--- config.mk ---
export PLATFORM = sky130hd
export DESIGN_NAME = stream_fire_wrap
export DESIGN_NICKNAME = d
export VERILOG_FILES = /design/src/rtl/stream_fire_pkg.sv /design/src/rtl/stream_fire_gate.sv /design/src/rtl/stream_pend_slot.sv /design/src/rtl/stream_fire_wrap.sv
export SDC_FILE = /design/constraint.sdc
export NUM_CORES = 1
export LEC_CHECK = 0
export CELL_PAD_IN_SITES_DETAIL_PLACEMENT = 1
export CELL_PAD_IN_SITES_GLOBAL_PLACEMENT = 1
export CORE_ASPECT_RATIO = 0.75
export CORE_MARGIN = 3
export CORE_UTILIZATION = 24
export DETAILED_ROUTE_END_ITERATION = 12
export DONT_BUFFER_PORTS = 1
export PLACE_DENSITY_LB_ADDON = 0.1
export SLEW_MARGIN = 40
export SYNTH_ARGS = -nofsm -noshare
export SYNTH_HDL_FRONTEND = slang
export SYNTH_SLANG_ARGS = --single-unit
--- constraint.sdc ---
create_clock -name clk -period 2.1 [get_ports clk]
set_input_delay 0.42 -clock clk [delete_from_list [all_inputs] [get_ports clk]]
set_output_delay 0.42 -clock clk [all_outputs]
set_load 0.05 [all_outputs]
--- src/rtl/stream_fire_pkg.sv ---
// Shared definitions for the stream firing wrapper.
// Assumes: terminal masks are four bits, one per handshake terminal the
// wrapped core provides.
package stream_fire_pkg;
    localparam int T_IN_VALID  = 0;
    localparam int T_IN_READY  = 1;
    localparam int T_OUT_VALID = 2;
    localparam int T_OUT_READY = 3;
    localparam logic [3:0] T_ALL = 4'b1111;

    // True when the core handles every handshake terminal itself
    function automatic bit terms_complete(input logic [3:0] m);
        return (m == T_ALL);
    endfunction
endpackage

--- src/rtl/stream_fire_gate.sv ---
// Firing rule: computes upstream ready, the core enable and the core's
// input valid from the terminal mask.
// Assumes: pend is the pending-slot flag; it is 0 when the mask is full.
module stream_fire_gate
    import stream_fire_pkg::*;
#(
    parameter logic [3:0] TERMS = 4'b0000
) (
    input  logic up_valid,
    input  logic core_in_ready,
    input  logic pend,
    output logic up_ready,
    output logic core_en,
    output logic core_in_valid
);
    localparam bit FREE_RUN = terms_complete(TERMS);
    localparam bit USE_IN_READY = TERMS[T_IN_READY];
    localparam bit USE_IN_VALID = TERMS[T_IN_VALID];

    generate
        if (FREE_RUN) begin : g_free
            wire unused_pend = pend;
            // Pass-through: core owns the handshake and runs every cycle
            always_comb begin
                up_ready      = core_in_ready;
                core_en       = 1'b1;
                core_in_valid = up_valid;
            end
        end else begin : g_gated
            logic in_room;
            // Fire only on a completed read with an empty pending slot
            always_comb begin
                in_room       = USE_IN_READY ? core_in_ready : 1'b1;
                up_ready      = !pend && in_room;
                core_en       = up_valid && up_ready;
                core_in_valid = USE_IN_VALID ? up_valid : core_en;
            end
        end
    endgenerate
endmodule

--- src/rtl/stream_pend_slot.sv ---
// One-entry pending-output slot for the gated firing rule.
// Assumes: a firing yields one result on the core's output register one
// cycle later; fire never coincides with an occupied slot.
module stream_pend_slot #(
    parameter int DW            = 16,
    parameter bit USE_OUT_VALID = 1'b0
) (
    input  logic          clk,
    input  logic          rst_n,
    input  logic          fire,
    input  logic          core_out_valid,
    input  logic [DW-1:0] core_out_data,
    input  logic          dn_ready,
    output logic          pend,
    output logic          dn_valid,
    output logic [DW-1:0] dn_data,
    output logic          core_out_ready
);
    logic          pend_q;
    logic          cap_q;
    logic [DW-1:0] data_q;
    logic          res_ok;
    logic          take;
    logic          bypass;

    // Combine slot state with the core's own valid when present
    always_comb begin
        res_ok         = USE_OUT_VALID ? core_out_valid : 1'b1;
        dn_valid       = pend_q && res_ok;
        take           = dn_valid && dn_ready;
        bypass         = pend_q && !cap_q;
        dn_data        = bypass ? core_out_data : data_q;
        core_out_ready = !pend_q || dn_ready;
        pend           = pend_q;
    end

    // Slot occupancy: set by a firing, cleared by a downstream transfer
    always_ff @(posedge clk) begin
        if (!rst_n) begin
            pend_q <= 1'b0;
        end else if (fire) begin
            pend_q <= 1'b1;
        end else if (take) begin
            pend_q <= 1'b0;
        end
    end

    // Capture the result once it is valid so it stays frozen while held
    always_ff @(posedge clk) begin
        if (!rst_n) begin
            cap_q <= 1'b0;
        end else if (fire) begin
            cap_q <= 1'b0;
        end else if (bypass && res_ok) begin
            cap_q <= 1'b1;
        end
    end

    // Result storage register
    always_ff @(posedge clk) begin
        if (bypass && res_ok) begin
            data_q <= core_out_data;
        end
    end
endmodule

--- src/rtl/stream_fire_wrap.sv ---
// Stream handshake firing wrapper (top).
// Selects, from the TERMS mask, either a free-running pass-through or a
// gated rule with a one-entry pending slot. Mask bits: 0 core input valid,
// 1 core input ready, 2 core output valid, 3 core output ready.
// Assumes: in gated mode the core updates its output register only when
// enabled, one enabled cycle per result.
module stream_fire_wrap
    import stream_fire_pkg::*;
#(
    parameter int         DW    = 16,
    parameter logic [3:0] TERMS = 4'b0000
) (
    input  logic          clk,
    input  logic          rst_n,
    input  logic          up_valid,
    input  logic [DW-1:0] up_data,
    output logic          up_ready,
    output logic          dn_valid,
    output logic [DW-1:0] dn_data,
    input  logic          dn_ready,
    output logic          core_en,
    output logic          core_in_valid,
    output logic [DW-1:0] core_in_data,
    input  logic          core_in_ready,
    input  logic          core_out_valid,
    input  logic [DW-1:0] core_out_data,
    output logic          core_out_ready
);
    localparam bit FREE_RUN = terms_complete(TERMS);

    logic pend;

    assign core_in_data = up_data;

    stream_fire_gate #(
        .TERMS(TERMS)
    ) u_gate (
        .up_valid     (up_valid),
        .core_in_ready(core_in_ready),
        .pend         (pend),
        .up_ready     (up_ready),
        .core_en      (core_en),
        .core_in_valid(core_in_valid)
    );

    generate
        if (FREE_RUN) begin : g_free
            wire unused_clk = clk ^ rst_n;
            // Output side passes straight through
            always_comb begin
                pend           = 1'b0;
                dn_valid       = core_out_valid;
                dn_data        = core_out_data;
                core_out_ready = dn_ready;
            end
        end else begin : g_gated
            stream_pend_slot #(
                .DW           (DW),
                .USE_OUT_VALID(TERMS[T_OUT_VALID])
            ) u_slot (
                .clk           (clk),
                .rst_n         (rst_n),
                .fire          (core_en),
                .core_out_valid(core_out_valid),
                .core_out_data (core_out_data),
                .dn_ready      (dn_ready),
                .pend          (pend),
                .dn_valid      (dn_valid),
                .dn_data       (dn_data),
                .core_out_ready(core_out_ready)
            );
        end
    endgenerate
endmodule

Yosys cells after proc, flatten, opt, wreduce, memory -nomap -nowiden
Index checks and enable logic that the tools add are counted.
{"block": "classes", "add_sub_neg": 0, "multipliers": 0, "n_div": 0, "n_lt_le_gt_ge": 0, "n_eq_ne": 0, "shift": 0, "mux": 3, "n_bitwise": 1, "reduce_logical": 8}
{"cell": "$mux W16", "count": 1}
{"cell": "$logic_and A1 B1 Y1", "count": 3}
{"cell": "$logic_not A1 Y1", "count": 2}
{"cell": "$mux W1", "count": 2}
{"cell": "$reduce_bool A2 Y1", "count": 1}
{"cell": "$reduce_or A2 Y1", "count": 1}
{"cell": "$logic_or A1 B1 Y1", "count": 1}
{"cell": "$not A1 Y1", "count": 1}
{"block": "word_totals", "reg_bits": 18, "latchBits": 0, "ram_bits": 0, "romBits": 0, "in_bits": 38, "out_inout_bits": 37, "wordCells": 15, "n_memories": 0}

Longest topological paths before layout
{"block": "logic_depth", "ltp_word": 3, "ltp_mapped": 4, "ltp_nobuf": 2}

Hierarchy
A second synthesis with hierarchy kept.
{"block": "unflattened", "hier_cells": 61, "area_unflattened_um2": 788.3}
{"mod": "stream_pend_slot", "n_inst": 1, "cells_each": 42, "area_each_um2": 650.6, "seq_area_each_um2": 360.3}
{"mod": "stream_fire_wrap", "n_inst": 1, "cells_each": 16, "area_each_um2": 120.1, "seq_area_each_um2": 0.0}
{"mod": "stream_fire_gate", "n_inst": 1, "cells_each": 3, "area_each_um2": 17.5, "seq_area_each_um2": 0.0}

Worst setup path after synthesis
No wires, ideal clock.
{"block": "synth_path", "path_kind": "register to output", "startpoint": "reg g_gated.u_slot.pend_q (netlist: g_gated.u_slot.dn_valid)", "endpoint": "out dn_data[10]", "arrival_time_ns": 1.485, "required_ns": 1.680, "path_slack_ns": 0.195, "path_stages_with_launch": 5, "n_path_buf": 2, "path_cell_list": "dfxtp_1 nand2b_1 buf_6 buf_12 mux2_4"}
{"block": "synth_between", "elab_chain_cells": 2}
{"element": "from (decl)", "line": "stream_pend_slot.sv:19", "source": "logic pend_q;"}
{"element": "from (signal assigned)", "line": "stream_pend_slot.sv:40", "source": "pend_q <= 1'b0;"}
{"element": "from (signal assigned)", "line": "stream_pend_slot.sv:42", "source": "pend_q <= 1'b1;"}
{"element": "from (signal assigned)", "line": "stream_pend_slot.sv:44", "source": "pend_q <= 1'b0;"}
{"element": "$logic_and A1 B1 Y1", "line": "stream_pend_slot.sv:31", "source": "bypass = pend_q && !cap_q;"}
{"element": "$mux W16", "line": "stream_pend_slot.sv:32", "source": "dn_data = bypass ? core_out_data : data_q;"}
{"element": "to (decl)", "line": "stream_fire_wrap.sv:19", "source": "output logic [DW-1:0] dn_data,"}
No other way between the ends.

Worst setup path in the final report
{"block": "layout_path", "startpoint": "reg g_gated.u_slot.cap_q", "endpoint": "out dn_data[15]"}
{"block": "layout_between", "elab_chain_cells": 3}
{"element": "from (decl)", "line": "stream_pend_slot.sv:20", "source": "logic cap_q;"}
{"element": "from (signal assigned)", "line": "stream_pend_slot.sv:51", "source": "cap_q <= 1'b0;"}
{"element": "from (signal assigned)", "line": "stream_pend_slot.sv:53", "source": "cap_q <= 1'b0;"}
{"element": "from (signal assigned)", "line": "stream_pend_slot.sv:55", "source": "cap_q <= 1'b1;"}
{"element": "$logic_not A1 Y1", "line": "stream_pend_slot.sv:31"}
{"element": "$logic_and A1 B1 Y1", "line": "stream_pend_slot.sv:31"}
{"element": "$mux W16", "line": "stream_pend_slot.sv:32"}
No other way between the ends.

==> run metrics <==
status complete, no violations; crit path max fanout 8; input/output buffers 0; main flop type after synthesis dfxtp_1; layout cells sized above 1 0.4792; Synth area leader dfxtp_1; R2R cell count 3; number of synthesized flops with an enable pin 0; PwrDens 1502 nW/µm²; nets just under 90; Fin Setup TNS 0 ns; VDD IR max approximately 0.4 mV; postcts setup bufs 0; number of cells on the worst hold path 1; synthesized area between 700 and 800 µm²; 1st-pass router iterations 2; synth warn 0; Core Area roughly 3000 µm²; Die X 72.28 µm; Finished Core Util 0.2443; Initial Utilization 0.2600; syn nets 99; Worst Tran Pin Value around 0.5 ns; top post-synthesis cells by area dfxtp_1 (46%), mux2_4 (19%), buf_4 (16%); Yosys reg bits 18; Post-CTS Hold Buffers 0; unrepaired setup endpoints after global routing no; r2r startpoint g_gated.u_slot.cap_q; Area Overhead vs Synth -6.013%; Cell variety after synth 13; DP Area approximately 700 µm²; post-synth top area share 0.4557; worst hold start rst_n; Hold Crit Class in2reg; crit-path cells nand2b_1 -> buf_4 -> mux2_2; GPL Wtd Cong around 0.64; Die Height around 56 µm; most frequent cells after synthesis dfxtp_1 (18), buf_4 (17), mux2_4 (10); Inserted Clock Buffers 3; DRC 0; period utilization 0.8735; largest net degree at the start of global routing 10; H-tree levels 1; Clock Skews ~0.00073 ns; post-route ant nets 0; Worst EP required roughly 1.7 ns; crit end category output port; slowest stage delay, CP about 0.5 ns; clock slew at reported path FFs roughly 0.07 ns; CP max-delay cell mux2_2; final WL 1464 µm; critical path type reg2out; die area between 4000 and 5000 µm²; Final setup violation count 0; async set-or-reset flop fraction in the synthesized netlist 0; Inserted Diodes 0; count leader, synth dfxtp_1; RR Endpoint g_gated.u_slot.data_q[15]; total chip power ~1.1 mW; Seq/Total Area, Yosys 0.4557; 1st-iter DRT viols 10; CP top delay family multiplexers; synthesized instance count 61; post-route cell area approximately 740 µm²; routed via count between 300 and 400; crit path buf inv count 1; Rel. slew slack 0.6645; num ports between 70 and 80; initial antenna violation count 0; CTS tree yes; CTS Sinks 18; f_max approximately 550 MHz; GRT Util Overall 0.07815; clk_lat worst skew approximately 0.25 ns; leakage power total around 0.33 nW; vias per cell roughly 4.2; vias in the first global route 439; MaxCap Viol Count 0; WHS Endpoint g_gated.u_slot.cap_q; DP HPWL about 1100 µm; fill count 336; post-layout minimum cycle time 1.834 ns; drt wl/cell 17.02 µm; Mean Syn Cell Area 12.96 µm²; first-pass GRT wire length between 2000 and 2500 µm; critical path launch point type flop; CTS resizes 0; Arr. time, crit path approximately 1.4 ns; remaining global-route overflow 0; CTS root buf clkbuf_8; Max clock buf depth 2; standard-cell row count 17; Hold Fails Final Rpt 0; FF-to-FF setup slack ~0.78 ns; Final Slew Violations 0
-- how the worst max path moves through the flow --
stage | depth (start not counted) | end | startpoint
CTS | 3 | dn_data[15] | g_gated.u_slot.cap_q
floorplan | 4 | dn_data[10] | g_gated.u_slot.dn_valid
global placement | 3 | dn_data[15] | g_gated.u_slot.cap_q
finish | 3 | dn_data[15] | g_gated.u_slot.cap_q
detailed placement | 3 | dn_data[15] | g_gated.u_slot.cap_q
global route | 3 | dn_data[15] | g_gated.u_slot.cap_q
-- where the power goes --
part	total, mW	leakage, nW	internal [mW]	switching, mW
Combinational	0.442	0.155	0.104	0.338
Clock	0.237	0.0216	0.127	0.110
Sequential	0.437	0.152	0.417	0.0202
-- routing by layer --
layer  global-route usage  up-vias  wire, µm
li1                     -      156         -
met1              0.07634      170       458
met2               0.1362       24       787
met3              0.03249       10       172
met4              0.04558        0        46
met5                    0        -         0
-- cells by family (layout without fill, tap and decap cells) --
| family | Yosys count | after routing | synth area share |
|---|---|---|---|
| flip-flops | 18 | 18 | 0.4557 |
| AND/OR/NAND/NOR | 5 | 5 | 0.04114 |
| AO/OA/AOI/OAI | 2 | 2 | 0.02216 |
| buffers and inverters | 20 | 7 | 0.2057 |
| multiplexers | 16 | 16 | 0.2753 |
-- registers in the layout, indices dropped and copies added (netlist names) --
| register | flops |
|---|---|
| g_gated.u_slot.dn_valid | 1 |
| g_gated.u_slot.cap_q | 1 |
| g_gated.u_slot.data_q | 16 |
-- cells in the final DEF (no fill, tap or decap), drive strengths merged --
cell type,count
inv,1
a21boi,1
or2b,1
nand2,1
dfxtp,18
clkbuf,3
nand2b,2
o211a,1
buf,3
mux2,16
and2b,1
-- stage by stage --
stage / hold slack, ns / setup slack [ns] / cells
2_1_floorplan: 0.4508 / 0.1955 / 61
3_3_place_gp: 0.4600 / 0.5836 / 83
3_5_place_dp: 0.5147 / 0.5215 / 83
4_1_cts: 0.3124 / 0.2356 / 86
5_1_grt: 0.3122 / 0.1503 / 86
6_report: 0.3187 / 0.2656 / 86
-- cell type report --
class                           instances  area (µm²)  share of cell area
Timing Repair Buffer                    3       22.52             0.03030
Inverter                                1       3.754            0.005051
Tap cell                               38       47.55             0.06397
Sequential cell                        18       360.3              0.4848
Clock buffer                            3       41.29             0.05556
Multi-Input combinational cell         23       267.8              0.3603
Note: power is estimated with default switching activity, not from simulation.
